[src/rtl/i2c_sr_pkg.sv]
package i2c_sr_pkg;
  localparam int SR_W    = 8;
  localparam int POS_MST = 7;
  localparam int POS_TRX = 6;
  localparam int POS_BB  = 5;
  localparam int POS_PIN = 4;
  localparam int POS_AL  = 3;
  localparam int POS_AAS = 2;
  localparam int POS_AD0 = 1;
  localparam int POS_LRB = 0;
  localparam int N_CAP   = 2;  // address-phase capture flags (AAS, AD0)
endpackage

[src/rtl/i2c_sr_mode.sv]
module i2c_sr_mode (
  input  logic clk,
  input  logic rst_n,
  input  logic wr_en,
  input  logic wr_mst,
  input  logic wr_trx,
  input  logic wr_bb,
  input  logic start_grant,
  input  logic bb_rise,
  input  logic als,
  input  logic ev_start,
  input  logic ev_stop,
  input  logic ev_arb_lost,
  input  logic ev_byte_done,
  input  logic ev_addr_done,
  input  logic ev_rw_bit,
  input  logic ev_ack_miss,
  output logic mst_q,
  output logic trx_q
);
  logic guard_q, al_pend_q;
  logic plain_wr, mst_wr_ok, trx_wr_ok;
  logic trx_clr, trx_set, mst_drop;
  logic mst_d, trx_d, guard_d, al_pend_d;

  // a write with the busy bit clear is a plain mode write
  assign plain_wr  = wr_en & ~wr_bb;
  assign mst_wr_ok = plain_wr & (~wr_mst | ~guard_q);
  assign trx_wr_ok = plain_wr & (~wr_trx | ~guard_q);

  assign mst_drop = ev_byte_done & (al_pend_q | ev_arb_lost);
  assign trx_clr  = ev_arb_lost | ev_stop | ((ev_start | ev_ack_miss) & ~mst_q);
  assign trx_set  = ev_addr_done & ~als & ~mst_q & ev_rw_bit;

  always_comb begin
    mst_d = mst_q;
    if (ev_stop || mst_drop) mst_d = 1'b0;
    else if (start_grant)    mst_d = 1'b1;
    else if (mst_wr_ok)      mst_d = wr_mst;
  end

  always_comb begin
    trx_d = trx_q;
    if (trx_clr)                      trx_d = 1'b0;
    else if (trx_set || start_grant)  trx_d = 1'b1;
    else if (trx_wr_ok)               trx_d = wr_trx;
  end

  always_comb begin
    guard_d = guard_q;
    if (bb_rise)                      guard_d = 1'b1;
    else if (ev_addr_done || ev_stop) guard_d = 1'b0;
  end

  always_comb begin
    al_pend_d = al_pend_q;
    if (ev_stop || ev_byte_done) al_pend_d = 1'b0;
    else if (ev_arb_lost)        al_pend_d = 1'b1;
  end

  always_ff @(posedge clk or negedge rst_n) begin
    if (!rst_n) begin
      mst_q     <= 1'b0;
      trx_q     <= 1'b0;
      guard_q   <= 1'b0;
      al_pend_q <= 1'b0;
    end else begin
      mst_q     <= mst_d;
      trx_q     <= trx_d;
      guard_q   <= guard_d;
      al_pend_q <= al_pend_d;
    end
  end
endmodule

[src/rtl/i2c_sr_bus.sv]
module i2c_sr_bus #(
  parameter logic PIN_RST = 1'b1
) (
  input  logic clk,
  input  logic rst_n,
  input  logic ev_start,
  input  logic ev_stop,
  input  logic ev_byte_done,
  input  logic start_grant,
  input  logic pin_release,
  output logic bb_q,
  output logic bb_rise,
  output logic pin_q,
  output logic irq_q
);
  logic bb_d, pin_d;

  always_comb begin
    bb_d = bb_q;
    if (ev_stop)                       bb_d = 1'b0;
    else if (ev_start || start_grant)  bb_d = 1'b1;
  end

  assign bb_rise = bb_d & ~bb_q;

  always_comb begin
    pin_d = pin_q;
    if (ev_byte_done)     pin_d = 1'b0;
    else if (pin_release) pin_d = 1'b1;
  end

  always_ff @(posedge clk or negedge rst_n) begin
    if (!rst_n) begin
      bb_q  <= 1'b0;
      pin_q <= PIN_RST;
      irq_q <= 1'b0;
    end else begin
      bb_q  <= bb_d;
      pin_q <= pin_d;
      irq_q <= ev_byte_done & pin_q;
    end
  end
endmodule

[src/rtl/i2c_sr_flags.sv]
module i2c_sr_flags
  import i2c_sr_pkg::*;
(
  input  logic             clk,
  input  logic             rst_n,
  input  logic             ev_start,
  input  logic             ev_stop,
  input  logic             ev_arb_lost,
  input  logic             ev_byte_done,
  input  logic             ev_addr_done,
  input  logic [N_CAP-1:0] cap_val,
  input  logic             ev_last_bit,
  output logic             al_q,
  output logic [N_CAP-1:0] cap_q,
  output logic             lrb_q
);
  always_ff @(posedge clk or negedge rst_n) begin
    if (!rst_n)           al_q <= 1'b0;
    else if (ev_arb_lost) al_q <= 1'b1;
    else if (ev_start)    al_q <= 1'b0;
  end

  for (genvar g = 0; g < N_CAP; g++) begin : g_cap
    always_ff @(posedge clk or negedge rst_n) begin
      if (!rst_n)                   cap_q[g] <= 1'b0;
      else if (ev_addr_done)        cap_q[g] <= cap_val[g];
      else if (ev_start || ev_stop) cap_q[g] <= 1'b0;
    end
  end

  always_ff @(posedge clk or negedge rst_n) begin
    if (!rst_n)            lrb_q <= 1'b0;
    else if (ev_byte_done) lrb_q <= ev_last_bit;
  end
endmodule

[src/rtl/i2c_status_ctrl.sv]
module i2c_status_ctrl
  import i2c_sr_pkg::*;
#(
  parameter logic PIN_RST = 1'b1
) (
  input  logic            clk,
  input  logic            rst_n,
  input  logic            wr_en,
  input  logic [SR_W-1:0] wr_data,
  input  logic            dat_wr,
  input  logic            als,
  input  logic            ev_start,
  input  logic            ev_stop,
  input  logic            ev_arb_lost,
  input  logic            ev_byte_done,
  input  logic            ev_addr_done,
  input  logic            ev_addr_match,
  input  logic            ev_gen_call,
  input  logic            ev_rw_bit,
  input  logic            ev_ack_miss,
  input  logic            ev_last_bit,
  output logic [SR_W-1:0] status,
  output logic            irq
);
  logic mst_q, trx_q, bb_q, bb_rise, pin_q, al_q, lrb_q;
  logic [N_CAP-1:0] cap_q;
  logic start_req, start_grant, pin_release;
  logic unused_ro_bits;

  // the read-only positions of a write are discarded
  assign unused_ro_bits = ^wr_data[POS_AL:POS_LRB];

  assign start_req   = wr_en & wr_data[POS_BB];
  assign start_grant = start_req & wr_data[POS_MST] & wr_data[POS_TRX]
                     & ~bb_q & ~ev_start & ~ev_stop;
  assign pin_release = (wr_en & wr_data[POS_PIN]) | dat_wr;

  i2c_sr_mode u_mode (
    .clk(clk), .rst_n(rst_n),
    .wr_en(wr_en), .wr_mst(wr_data[POS_MST]), .wr_trx(wr_data[POS_TRX]),
    .wr_bb(wr_data[POS_BB]), .start_grant(start_grant), .bb_rise(bb_rise),
    .als(als), .ev_start(ev_start), .ev_stop(ev_stop),
    .ev_arb_lost(ev_arb_lost), .ev_byte_done(ev_byte_done),
    .ev_addr_done(ev_addr_done), .ev_rw_bit(ev_rw_bit),
    .ev_ack_miss(ev_ack_miss), .mst_q(mst_q), .trx_q(trx_q)
  );

  i2c_sr_bus #(.PIN_RST(PIN_RST)) u_bus (
    .clk(clk), .rst_n(rst_n),
    .ev_start(ev_start), .ev_stop(ev_stop), .ev_byte_done(ev_byte_done),
    .start_grant(start_grant), .pin_release(pin_release),
    .bb_q(bb_q), .bb_rise(bb_rise), .pin_q(pin_q), .irq_q(irq)
  );

  i2c_sr_flags u_flags (
    .clk(clk), .rst_n(rst_n),
    .ev_start(ev_start), .ev_stop(ev_stop), .ev_arb_lost(ev_arb_lost),
    .ev_byte_done(ev_byte_done), .ev_addr_done(ev_addr_done),
    .cap_val({ev_addr_match, ev_gen_call}), .ev_last_bit(ev_last_bit),
    .al_q(al_q), .cap_q(cap_q), .lrb_q(lrb_q)
  );

  always_comb begin
    status          = '0;
    status[POS_MST] = mst_q;
    status[POS_TRX] = trx_q;
    status[POS_BB]  = bb_q;
    status[POS_PIN] = pin_q;
    status[POS_AL]  = al_q;
    status[POS_AAS] = cap_q[1];
    status[POS_AD0] = cap_q[0];
    status[POS_LRB] = lrb_q;
  end
endmodule

[config.mk]
export PLATFORM = sky130hd
export DESIGN_NAME = i2c_status_ctrl
export DESIGN_NICKNAME = d
export VERILOG_FILES = /design/src/rtl/i2c_sr_pkg.sv /design/src/rtl/i2c_sr_mode.sv /design/src/rtl/i2c_sr_bus.sv /design/src/rtl/i2c_sr_flags.sv /design/src/rtl/i2c_status_ctrl.sv
export SDC_FILE = /design/constraint.sdc
export NUM_CORES = 1
export LEC_CHECK = 0
export BUFFER_PORTS_ARGS = -buffer_cell sky130_fd_sc_hd__buf_4
export CAP_MARGIN = 20
export CORE_AREA = 3 3 40 42
export CTS_BUF_LIST = sky130_fd_sc_hd__clkbuf_2 sky130_fd_sc_hd__clkbuf_4 sky130_fd_sc_hd__clkbuf_8
export DETAILED_ROUTE_END_ITERATION = 10
export DIE_AREA = 0 0 43 45
export HOLD_SLACK_MARGIN = 0.08
export MAX_ROUTING_LAYER = met4
export PLACE_DENSITY = 0.79
export SLEW_MARGIN = 5
export SYNTH_ARGS = -nofsm -noshare
export SYNTH_HDL_FRONTEND = slang
export SYNTH_HIERARCHICAL = 1
export SYNTH_SLANG_ARGS = --single-unit
export TNS_END_PERCENT = 20
[constraint.sdc]
create_clock -name clk -period 2.2 [get_ports clk]
set_clock_uncertainty 0.15 [all_clocks]
set_input_delay 0.44 -clock clk [delete_from_list [all_inputs] [get_ports clk]]
set_output_delay 0.44 -clock clk [all_outputs]
set_load 0.01 [all_outputs]
; ---- Word level (Yosys, flattened, before mapping)
; Cells that the tools add are included.
[classes]
n_mux = 19
n_bitwise = 33
reduce_logical = 13
[ops]
columns = op, count
row1 = $mux W1, 19
row2 = $and A1 B1 Y1, 17
row3 = $reduce_bool A2 Y1, 5
row4 = $not A1 Y1, 9
row5 = $or A1 B1 Y1, 7
row6 = $logic_or A1 B1 Y1, 6
row7 = $reduce_bool A3 Y1, 2
[word_totals]
ff_bits = 11
inputBits = 23
output_inout_bits = 9
word_cells = 76

; ---- Logic depth before layout (Yosys ltp)
; Gate-level depths: netlist of the first run.
[logic_depth]
ltp_word = 11
mapped_depth = 5
depth_no_buf = 5

; ---- Cells and area by module
; Netlist of the first run, hierarchy kept.
[by_module_without_submodules]
columns = mod, instances, cells_per_inst, area_per_inst_um2, seq_area_each_um2
row1 = i2c_sr_mode, 1, 20, 203.9, 100.1
row2 = i2c_sr_flags, 1, 13, 155.1, 100.1
row3 = i2c_sr_bus, 1, 10, 107.6, 76.3
row4 = i2c_status_ctrl, 1, 9, 70.1, 0.0

; ---- Worst setup path after synthesis of the first run
; No wires, ideal clock.
[synth_timing]
kind = input -> register
start = in ev_start
end = reg u_mode.trx_q
setup_time_ns = 0.111
arrival_time_ns = 1.272
required_time_ns = 1.939
setup_slack_ns = 0.666
cell_stages = 4
n_path_buf = 0
cell_sequence = nor4b_1 > and4_1 > a31oi_1 > a2111oi_2
[synth_between]
elab_chain_cells = 6
elab_cells_between_ends = 10
classes_between = 2 x mux / 6 x bitwise / 2 x reduce/logical
[synth_lines]
columns = element, line_no
row1 = from (decl), i2c_status_ctrl.sv:12  ; input logic ev_start,
row2 = $not A1 Y1 (*), i2c_status_ctrl.sv:35  ; & ~bb_q & ~ev_start & ~ev_stop;
row3 = $and A1 B1 Y1 (*) (2 in a row), i2c_status_ctrl.sv:35
row4 = via start_grant, i2c_status_ctrl.sv:27  ; logic start_req, start_grant, pin_release;
row5 = $logic_or A1 B1 Y1 (*), i2c_sr_mode.sv:45  ; else if (trx_set || start_grant) trx_d = 1'b1;
row6 = $mux W1, i2c_sr_mode.sv:45
row7 = $mux W1, i2c_sr_mode.sv:44  ; if (trx_clr) trx_d = 1'b0;
row8 = to (signal assigned), i2c_sr_mode.sv:69  ; trx_q <= trx_d;
row9 = to (decl), i2c_sr_mode.sv:19  ; output logic trx_q
; The timed path passes the listed nets; every way through them passes the cells marked *.
; A chain may end at the register's enable or synchronous reset.

; ---- Worst setup path after layout of the first run
[layout_timing]
start = reg u_bus.bb_q
end = reg u_mode.trx_q
[layout_between]
elab_chain_cells = 7
elab_cells_between_ends = 8
classes_between = 2 x mux / 4 x bitwise / 2 x reduce/logical
[layout_lines]
columns = element, line_no
row1 = from (decl), i2c_sr_bus.sv:11  ; output logic bb_q,
row2 = from (signal assigned), i2c_sr_bus.sv:34  ; bb_q <= 1'b0;
row3 = from (signal assigned), i2c_sr_bus.sv:38  ; bb_q <= bb_d;
row4 = $not A1 Y1 (*), i2c_status_ctrl.sv:35
row5 = $and A1 B1 Y1 (*) (3 in a row), i2c_status_ctrl.sv:35
row6 = via start_grant, i2c_status_ctrl.sv:27
row7 = $logic_or A1 B1 Y1 (*), i2c_sr_mode.sv:45
row8 = $mux W1, i2c_sr_mode.sv:45
row9 = $mux W1, i2c_sr_mode.sv:44
; Marks and branches as above.

==> results.md, run 1 <==
- The flow ran to the end, and the final reports show no timing, DRC or antenna violations.
- The die is 43 µm wide.
- The path depth of the worst reg2reg path is 4.
- IR analysis of the VDD net gives a maximum drop of 402 µV.
- The netlist uses 22 different library cells.
- The diode insertion count for antenna repair is 0.
- The proportion of synthesized chip area in sequential cells is 0.515.
- At the end of routability-driven placement, the weighted congestion stood at 0.766.
- In this run the power density over the cells is 608 nW/µm².
- The top cell type by total area after synthesis is sky130_fd_sc_hd__dfrtp_1.
- The initial antenna violation count came to 0.
- In the final routed layout, each cell accounts on average for 13.0 µm.
- The tree is rooted in a sky130_fd_sc_hd__clkbuf_4.
- The maximum fanout along the worst path is 4.
- The analysis attributes to net switching a power of 0.111 mW.
- The number of core rows is 13.
- Headroom to the max-slew limit came out at 0.825.
- The first global-routing pass estimated 1.95 mm of wire.
- In this run the vertical extent of the chip is 45 µm.
- The sequential group share of total power is 0.488.
- The half-perimeter wire length after placement is 966 µm.
- The critical path in this run is classified as flip-flop to flip-flop.
- After synthesis, the mean cell area works out to 10.3 µm².
- The count of nets left with antenna violations once routing finished came out at 0.
- The highest-delay cell along the critical path is sky130_fd_sc_hd__dfrtp_1.
- Before antenna repair, the detailed router went through 5 iterations.
- Summed over all cells, the static leakage comes to 0.374 nW.
- Based on the critical path, the design can be clocked at up to 0.612 GHz.
- The global-route total usage across every layer is 0.140.
- The insertion delay of the later-clocked pin in the worst-skew pair is 270 ps.
- The post-synthesis register bit count is 11.
- Setup repair after global routing left no endpoint under its margin.
- Counting along the longest clock path gives a buffer depth of 2.
- The worst setup path is captured at a flip-flop.
- The worst setup path is launched from a flip-flop.
- Yosys printed 6 warnings.
- Leaving out fill and tap cells, the most frequent cell in the layout is sky130_fd_sc_hd__buf_4.
- The number of global-route vias before repair is 462.
- The required time at the worst-slack endpoint is 2210 ps.
- The library cells used most frequently in the layout, excluding fill and tap cells, are sky130_fd_sc_hd__buf_4 (27), sky130_fd_sc_hd__dfrtp_1 (10), sky130_fd_sc_hd__nor2_1 (8).
- Buffers inserted during clock tree synthesis total 3.
- The number of max-slew violations in the final report came to 0.
- The proportion of layout cells with a drive suffix above 1 is 0.462.
- The max-capacitance violation count is 0.
- The top-level port count is 32.
- The critical path goes through nor4b_1 -> and4_1 -> a31oi_1 -> a2111oi_2.
- The min-delay analysis places its worst path in the category input port to flip-flop.
- Synthesis handed over a netlist of 52 instances.
- The die outline area is 1940 µm².
- The actual slew at the worst max-slew pin is 259 ps.
- The layout has 120 filler cells.
- The area fraction of the dominant cell type after synthesis is 0.466.
- The H-tree level count is 1.
- The clock-pin transition on the worst setup and hold timing paths is 70 ps.
- Post-CTS repair changed the size of 0 cells.
- The area of the multi-input gates is 200 µm².
- The total area inside the core boundary comes to 1280 µm².
- The post-layout net count is 102.
- The cell area that synthesis handed to floorplanning was 537 µm².
- The final routed DRC violation total is 0.
- Sorting the synthesized cells by area gives the leading types as sky130_fd_sc_hd__dfrtp_1 (47%), sky130_fd_sc_hd__buf_4 (8.4%), sky130_fd_sc_hd__nor2_1 (5.6%).
- For this run the aggregate overflow at the end of global routing stands at 0.
- The number of vias per cell after detailed routing is 4.89.
- Of the total power, the share spent switching nets is 0.242.
- The power share of the clock group is 0.325.
- The count of final hold-check violations is 0.
- The part of the cycle the worst path needs is 0.742.
- The detailed router placed 455 vias in this run.
- The worst hold path depth is 2.
- Summed over all failing endpoints, the final setup total negative slack is 0 ps.
- The initial utilization of the core area, before any placement, comes to 0.418.
- Summing all flip-flop and latch instances after layout gives 277 µm².
- The smallest clock period supported by the final layout is computed as 1630 ps.
- Summed over all layers, the routed wires come to 1.21 mm.
- CTS saw 11 sinks.
- The number of DRC markers after the initial detailed-route iteration is 9.
- The post-synth net total is 75.
- The port buffer count is 27.
- Data on the critical path arrives at its endpoint at 1650 ps.
- The final number of setup-violating endpoints is 0.
- The peak per-stage delay on the critical path is 420 ps.
- The internal portion of total power is 0.347 mW.
- The power consumption is 0.458 mW.
- The CTS tree is done.
- Entering global routing, the biggest net connects 12 pins.
- The area growth from synthesis to layout is 40.3%.
- Of the total power, combinational logic draws 0.187.
==> metal layers <==
layer | GRT usage | wire length [µm] | vias to the layer above
met4 | 0.0542 | 14 | 0
met1 | 0.179 | 526 | 205
met2 | 0.204 | 579 | 17
li1 | - | - | 229
met3 | 0.0518 | 91 | 4
met5 | - | 0 | -
==> final cells by class <==
cell class / instances / area share
repair buffers: 28 / 0.282
clock buffers: 4 / 0.0399
multi-input cells: 31 / 0.266
inverters: 4 / 0.0199
well taps: 15 / 0.0249
flip-flops and latches: 11 / 0.367
==> power by group through the flow <==
stage	Combinational (mW)	Clock, mW	Sequential, mW
finish	0.0855	0.149	0.223
CTS	0.0863	0.154	0.223
floorplan	0.0370	0	0.227
global placement	0.0830	0	0.227
detailed placement	0.0848	0	0.227
global route	0.0936	0.165	0.225
==> registers in the layout, indices dropped and copies added, names as in the netlist <==
signal            count
u_bus/pin_q           1
u_flags/lrb_q         1
u_flags/al_q          1
u_mode/guard_q        1
u_mode/trx_q          1
u_mode/al_pend_q      1
u_mode/mst_q          1
u_flags/cap_q         2
u_bus/irq_q           1
u_bus/bb_q            1
==> per-stage QoR <==
step                       util  setup slack [ps]  instances  hold slack, ps  area (µm²)
after floorplan               -               666         52           -5.59         537
after global placement    0.555               428         88             133         713
after detailed placement  0.555               426         88             134         713
after CTS                 0.586               566         93             162         753
after global routing      0.586               451         93             179         753
final                     0.586               567         93             176         753
==> repair_timing <==
item                                   in CTS  in global routing
setup buffers                               0                  0
endpoints found under the hold margin      11                  0
hold buffers                                1                  0
==> cells by family (layout without fill, tap and decap cells) <==
| family | Yosys count | in the layout | synth area share |
|---|---|---|---|
| flip-flops | 11 | 11 | 0.515 |
| buffers and inverters | 10 | 36 | 0.112 |
| AND/OR/NAND/NOR | 21 | 21 | 0.214 |
| AO/OA/AOI/OAI | 9 | 9 | 0.138 |
| multiplexers | 1 | 1 | 0.0210 |
==> cell usage after synthesis <==
library cell / number
sky130_fd_sc_hd__mux2_2: 1
sky130_fd_sc_hd__a21o_1: 2
sky130_fd_sc_hd__dfstp_2: 1
sky130_fd_sc_hd__nor3b_1: 1
sky130_fd_sc_hd__o41ai_1: 2
sky130_fd_sc_hd__buf_4: 6
sky130_fd_sc_hd__and2_1: 1
sky130_fd_sc_hd__nand2_1: 2
sky130_fd_sc_hd__a31oi_1: 1
sky130_fd_sc_hd__and4_1: 1
sky130_fd_sc_hd__nor4b_1: 1
sky130_fd_sc_hd__dfrtp_1: 10
sky130_fd_sc_hd__a2111oi_2: 1
sky130_fd_sc_hd__nor3b_2: 1
sky130_fd_sc_hd__nand2b_1: 1
sky130_fd_sc_hd__or2_2: 1
sky130_fd_sc_hd__nor2_1: 8
sky130_fd_sc_hd__a211oi_1: 1
sky130_fd_sc_hd__nor2b_1: 1
sky130_fd_sc_hd__o22ai_1: 2
sky130_fd_sc_hd__inv_1: 4
sky130_fd_sc_hd__nor3_1: 3
==> final timing paths <==
path                                     end          from  slack [ps]
worst max-delay path            u_mode/trx_q    u_bus/bb_q         570
worst min-delay path             u_bus/pin_q  ev_byte_done         180
worst max register to register  u_mode/trx_q    u_bus/bb_q         570
worst min register to register   u_bus/pin_q   u_bus/pin_q         340
max in group asynchronous        u_bus/pin_q         rst_n        1280
min in group asynchronous       u_mode/mst_q         rst_n         390
==> worst max-delay path, delay by kind of cell (launching register included) <==
family | cells | cell delay (ps)
simple gates | 2 | 580
flops | 1 | 420
compound gates | 2 | 370
No activity file was read; power rests on OpenSTA's default activity.
==> run 2: changes to the inputs <==
- ABC_AREA: not set -> 1
- CORE_AREA: 3 3 40 42 -> not set
- CORE_MARGIN: not set -> 3
- CORE_UTILIZATION: not set -> 45
- DIE_AREA: 0 0 43 45 -> not set
- PLACE_DENSITY: 0.79 -> 0.84
- clock period: 2.2 -> 1.7 ns (I/O delays scaled with it)
==> run 2 against run 1 <==
Compared with the run above:
- design area is 9.5% higher
- setup slack worse by 290 ps
- total power is 29% higher
- combinational power is 44% higher
- synthesized cell count is 50% higher
- via count is 27% higher
- cell count is 28% higher
- first-iteration DRC count is 44% lower
- routed wire length is 9.0% higher
- synthesized area is 12% higher
==> results.md, run 2 <==
- The run finished with clean final reports.
- The top cell types in the final layout, fill and taps aside, are sky130_fd_sc_hd__buf_4 (27), sky130_fd_sc_hd__nand2_1 (18), sky130_fd_sc_hd__inv_1 (15).
- The register with the most flip-flops in the final layout is u_flags/cap_q.
- The proportion of synthesized chip area in sequential cells is 0.459 (-0.0557).
- The max-capacitance violation count came to 0 (unchanged).
- The area fraction of the dominant cell type after synthesis is 0.416 (-0.0504).
- The effective utilization at floorplan is 0.507 (+0.0897).
- The post-route setup TNS is 0 ps (unchanged).
- The post-layout utilization of the core came to 0.695 (+0.109).
- The routed length per placed instance is 11.1 µm (-15%).
- The post-synth net total is 101 (+35%).
- The global-route total usage across every layer was 0.163 (+0.0232).
- The number of global-route vias before repair is 540 (+17%).
- The total number of yosys warnings came to 6 (unchanged).
- TritonCTS built the clock tree.
- The async set-or-reset flop fraction in the synthesized netlist is 1.00 (unchanged).
- The number of max-slew violations in the final report is 0 (unchanged).
- The post-synthesis register bit count was 11 (unchanged).
- The most common cell in the netlist is sky130_fd_sc_hd__nand2_1.
- The endpoint identified for the worst register-to-register timing path is u_mode/guard_q.
- The count of antenna-violating nets left after detailed routing came to 0 (unchanged).
- The actual slew at the worst max-slew pin is 189 ps (-70.5 ps).
- The area of placed instances is 777 µm² (+8.9%).
- The initial antenna violation count is 0 (unchanged).
- The number of clock buffers inserted by TritonCTS is 3 (unchanged).
- The footprint of the flip-flops and latches is 277 µm² (unchanged).
- The part of the cycle the worst path needs is 0.835.
- The die outline area came to 1810 µm² (-6.3%).
- The count of final hold-check violations came to 0 (unchanged).
- In the synthesized netlist the dominant register cell turns out to be sky130_fd_sc_hd__dfrtp_1.
- The core footprint was 1190 µm² (-7.7%).
- The largest total area in the synthesized netlist belongs to sky130_fd_sc_hd__dfrtp_1.
- Walking the worst path, the cells encountered are buf_4.
- The number of resized instances in the post-cts repair step is 0 (unchanged).
- The post-layout net count is 129 (+26%).
- The number of vias per cell after detailed routing is 4.84 (-1.1%).
- The horizontal extent of the die is 42.6 µm (-1.0%).
- The data arrival time of the critical path is 930 ps (-720 ps).
- The H-tree level count is 1 (unchanged).
- The sink count of the clock tree is 11 (unchanged).
- The kind of cell adding the most delay to the critical path is flip-flops.
- The insertion delay of the later-clocked pin in the worst-skew pair is 270 ps (about the same).
- Sorting the synthesized cells by area gives the leading types as sky130_fd_sc_hd__dfrtp_1 (42%), sky130_fd_sc_hd__nand2_1 (11%), sky130_fd_sc_hd__inv_1 (9.4%).
- The final estimated routing congestion in global placement is 0.807 (+5.3%).
- The clock period minus worst slack is 1420 ps.
- The area of the multi-input gates is 216 µm² (+8.1%).
- In this run the worst hold path is classified as input port to flip-flop.
- The overall via count from detail_route is 576 (+27%).
- The count of flip-flops with a built-in enable after synthesis is 0 (unchanged).
- The maximum vdd ir drop is 613 µV (+53%).
- The proportion of layout cells with a drive suffix above 1 is 0.400 (-0.0615).
- The final instance area is 825 µm² (+9.5%).
- The count of distinct cell types in the synthesized netlist was 16 (-27%).
- The worst slew slack as a fraction of its limit is 0.874 (+0.0493).
- The number of core rows came to 12 (-1).
- The cell count after synthesis is 78 (+50%).
- The count of filler cells inserted in the layout is 103 (-14%).
- The half-perimeter wire length after placement is 1.04 mm (+7.5%).
- The number of DRC markers after the initial detailed-route iteration is 5 (-4).
- The worst slack on hold paths is 128 ps (-48.0 ps).
- The kind of critical path is flip-flop to output port.
- The overflow left after global routing came to 0 (unchanged).
- The reg-to-reg setup timing slack came to 410 ps (-160 ps).
- In this run the worst setup path terminates at status[4].
- The count of buffering cells on the critical path with inverters included came to 1 (+1).
- The maximum fanout along the worst path came to 3 (-1).
- The maximum buffer depth of the clock tree came to 2 (unchanged).
- The first-pass GRT wire length is 2.19 mm (+13%).
- The tree is rooted in a sky130_fd_sc_hd__clkbuf_4.
- The final number of setup-violating endpoints is 0 (unchanged).
- The path depth of the worst reg2reg path is 6 (+2).
- The power consumption is 0.592 mW (+29%).
- The final routed DRC violation total came to 0 (unchanged).
- The slack of the critical path was 281 ps (-287 ps).
- The routed wire length was 1.32 mm (+9.0%).
- The number of cells in the design after placement is 113 (+28%).
- The total number of cells along the worst setup path was 1 (-3).
- The slowest stage of the critical path is the sky130_fd_sc_hd__dfstp_2 cell.
- In this run the critical register-to-register path is launched from u_bus/bb_q.
- The source of the critical timing path is u_bus/pin_q.
- The diode insertion count for antenna repair is 0 (unchanged).
- The height of the die is 42.6 µm (-5.4%).
- The synthesized cell area is 602 µm² (+12%).
- By count the netlist is led by sky130_fd_sc_hd__nand2_1 (18), sky130_fd_sc_hd__inv_1 (15), sky130_fd_sc_hd__dfrtp_1 (10).
- The mean post-synth cell area came to 7.72 µm² (-25%).
- The worst setup path is launched from a flip-flop.
- The number of cells in the finished layout apart from fillers came to 119 (+28%).
- The pin count of the biggest net entering global routing is 12 (unchanged).
- The layout overhead on the synthesized area is 37.0%.
- The top-level port count is 32 (unchanged).
- The iteration count of the initial detailed-routing pass came to 4 (-1).
- Setup repair after global routing left no endpoint under its margin.
- The port buffer count is 27 (unchanged).
- The kind of end point of the critical path is an output port.
- The peak per-stage delay on the critical path came to 550 ps (+130 ps).
- The required time at the worst-slack endpoint was 1210 ps (-1000 ps).
- The power per cell area is 718 nW/µm² (+18%).
- The number of flip-flops under the largest register name is 2 (unchanged).
- The maximum operating frequency is 0.705 GHz.
- The clock-pin transition on the worst setup and hold timing paths came to 70 ps (about the same).
- The leakage dissipation came to 0.469 nW (+26%).
- The worst setup timing slack at the placement stage is 385 ps (-40.9 ps).
- The library cell used most frequently in the layout, excluding fill and tap cells, is sky130_fd_sc_hd__buf_4.
[run 2: changes by cell type after synthesis, moves of 2 or more]
cell                       previous run  this run
sky130_fd_sc_hd__o21ai_0              0         3
sky130_fd_sc_hd__nor2_2               0         4
sky130_fd_sc_hd__inv_1                4        15
sky130_fd_sc_hd__nand3_1              0         3
sky130_fd_sc_hd__inv_2                0         2
sky130_fd_sc_hd__o41ai_1              2         0
sky130_fd_sc_hd__o21bai_1             0         2
sky130_fd_sc_hd__a21o_1               2         0
sky130_fd_sc_hd__nor2_1               8         6
sky130_fd_sc_hd__nand2_1              2        18
sky130_fd_sc_hd__a21oi_2              0         2
sky130_fd_sc_hd__o22ai_1              2         0
sky130_fd_sc_hd__a21oi_1              0         2
[run 2: timing repair]
item / 4_1_cts / 5_1_grt
setup buffers: 0 / 0
hold endpoints to repair: 12 / 0
hold buffers: 2 / 0
[run 2: kinds of logic (layout without fill, tap and decap cells)]
kind of cell	Yosys count	after routing	share of synthesized area
buffers and inverters	23	50	0.181
and+or+nand+nor	34	34	0.249
DFF	11	11	0.459
AOI/OAI and AO/OA	10	10	0.110
[run 2: area by class of cell]
class	count	area share
clock buffer	3	0.0273
timing repair buffer	29	0.270
tap	14	0.0212
multi-input combinational	44	0.263
clock inverter	1	0.00607
sequential	11	0.335
inverter	17	0.0774
[run 2: worst min path at each step]
| stage | end | slack (ps) | start | cells after the start |
|---|---|---|---|---|
| detailed placement | u_bus/bb_q | 30 | rst_n | 1 |
| floorplan | u_bus/bb_q | -110 | rst_n | 0 |
| global route | u_flags/cap_q[0] | 130 | ev_gen_call | 3 |
| CTS | u_flags/cap_q[1] | 120 | ev_addr_match | 3 |
| global placement | u_bus/bb_q | 30 | rst_n | 1 |
| finish | u_flags/cap_q[0] | 130 | ev_gen_call | 3 |
[run 2: layer usage]
layer	track usage	up-vias	routed length, µm
met5	-	-	0
met2	0.271	28	665
met1	0.193	265	551
met3	0.0386	0	104
li1	-	283	-
met4	0.0559	0	0
[run 2: power by group]
group	leakage, nW	switching [mW]	internal (mW)	total [mW]
Sequential	0.138	0.0101	0.279	0.289
Combinational	0.313	0.0582	0.0647	0.123
Clock	0.0177	0.0934	0.0869	0.180
Total	0.469	0.162	0.430	0.592
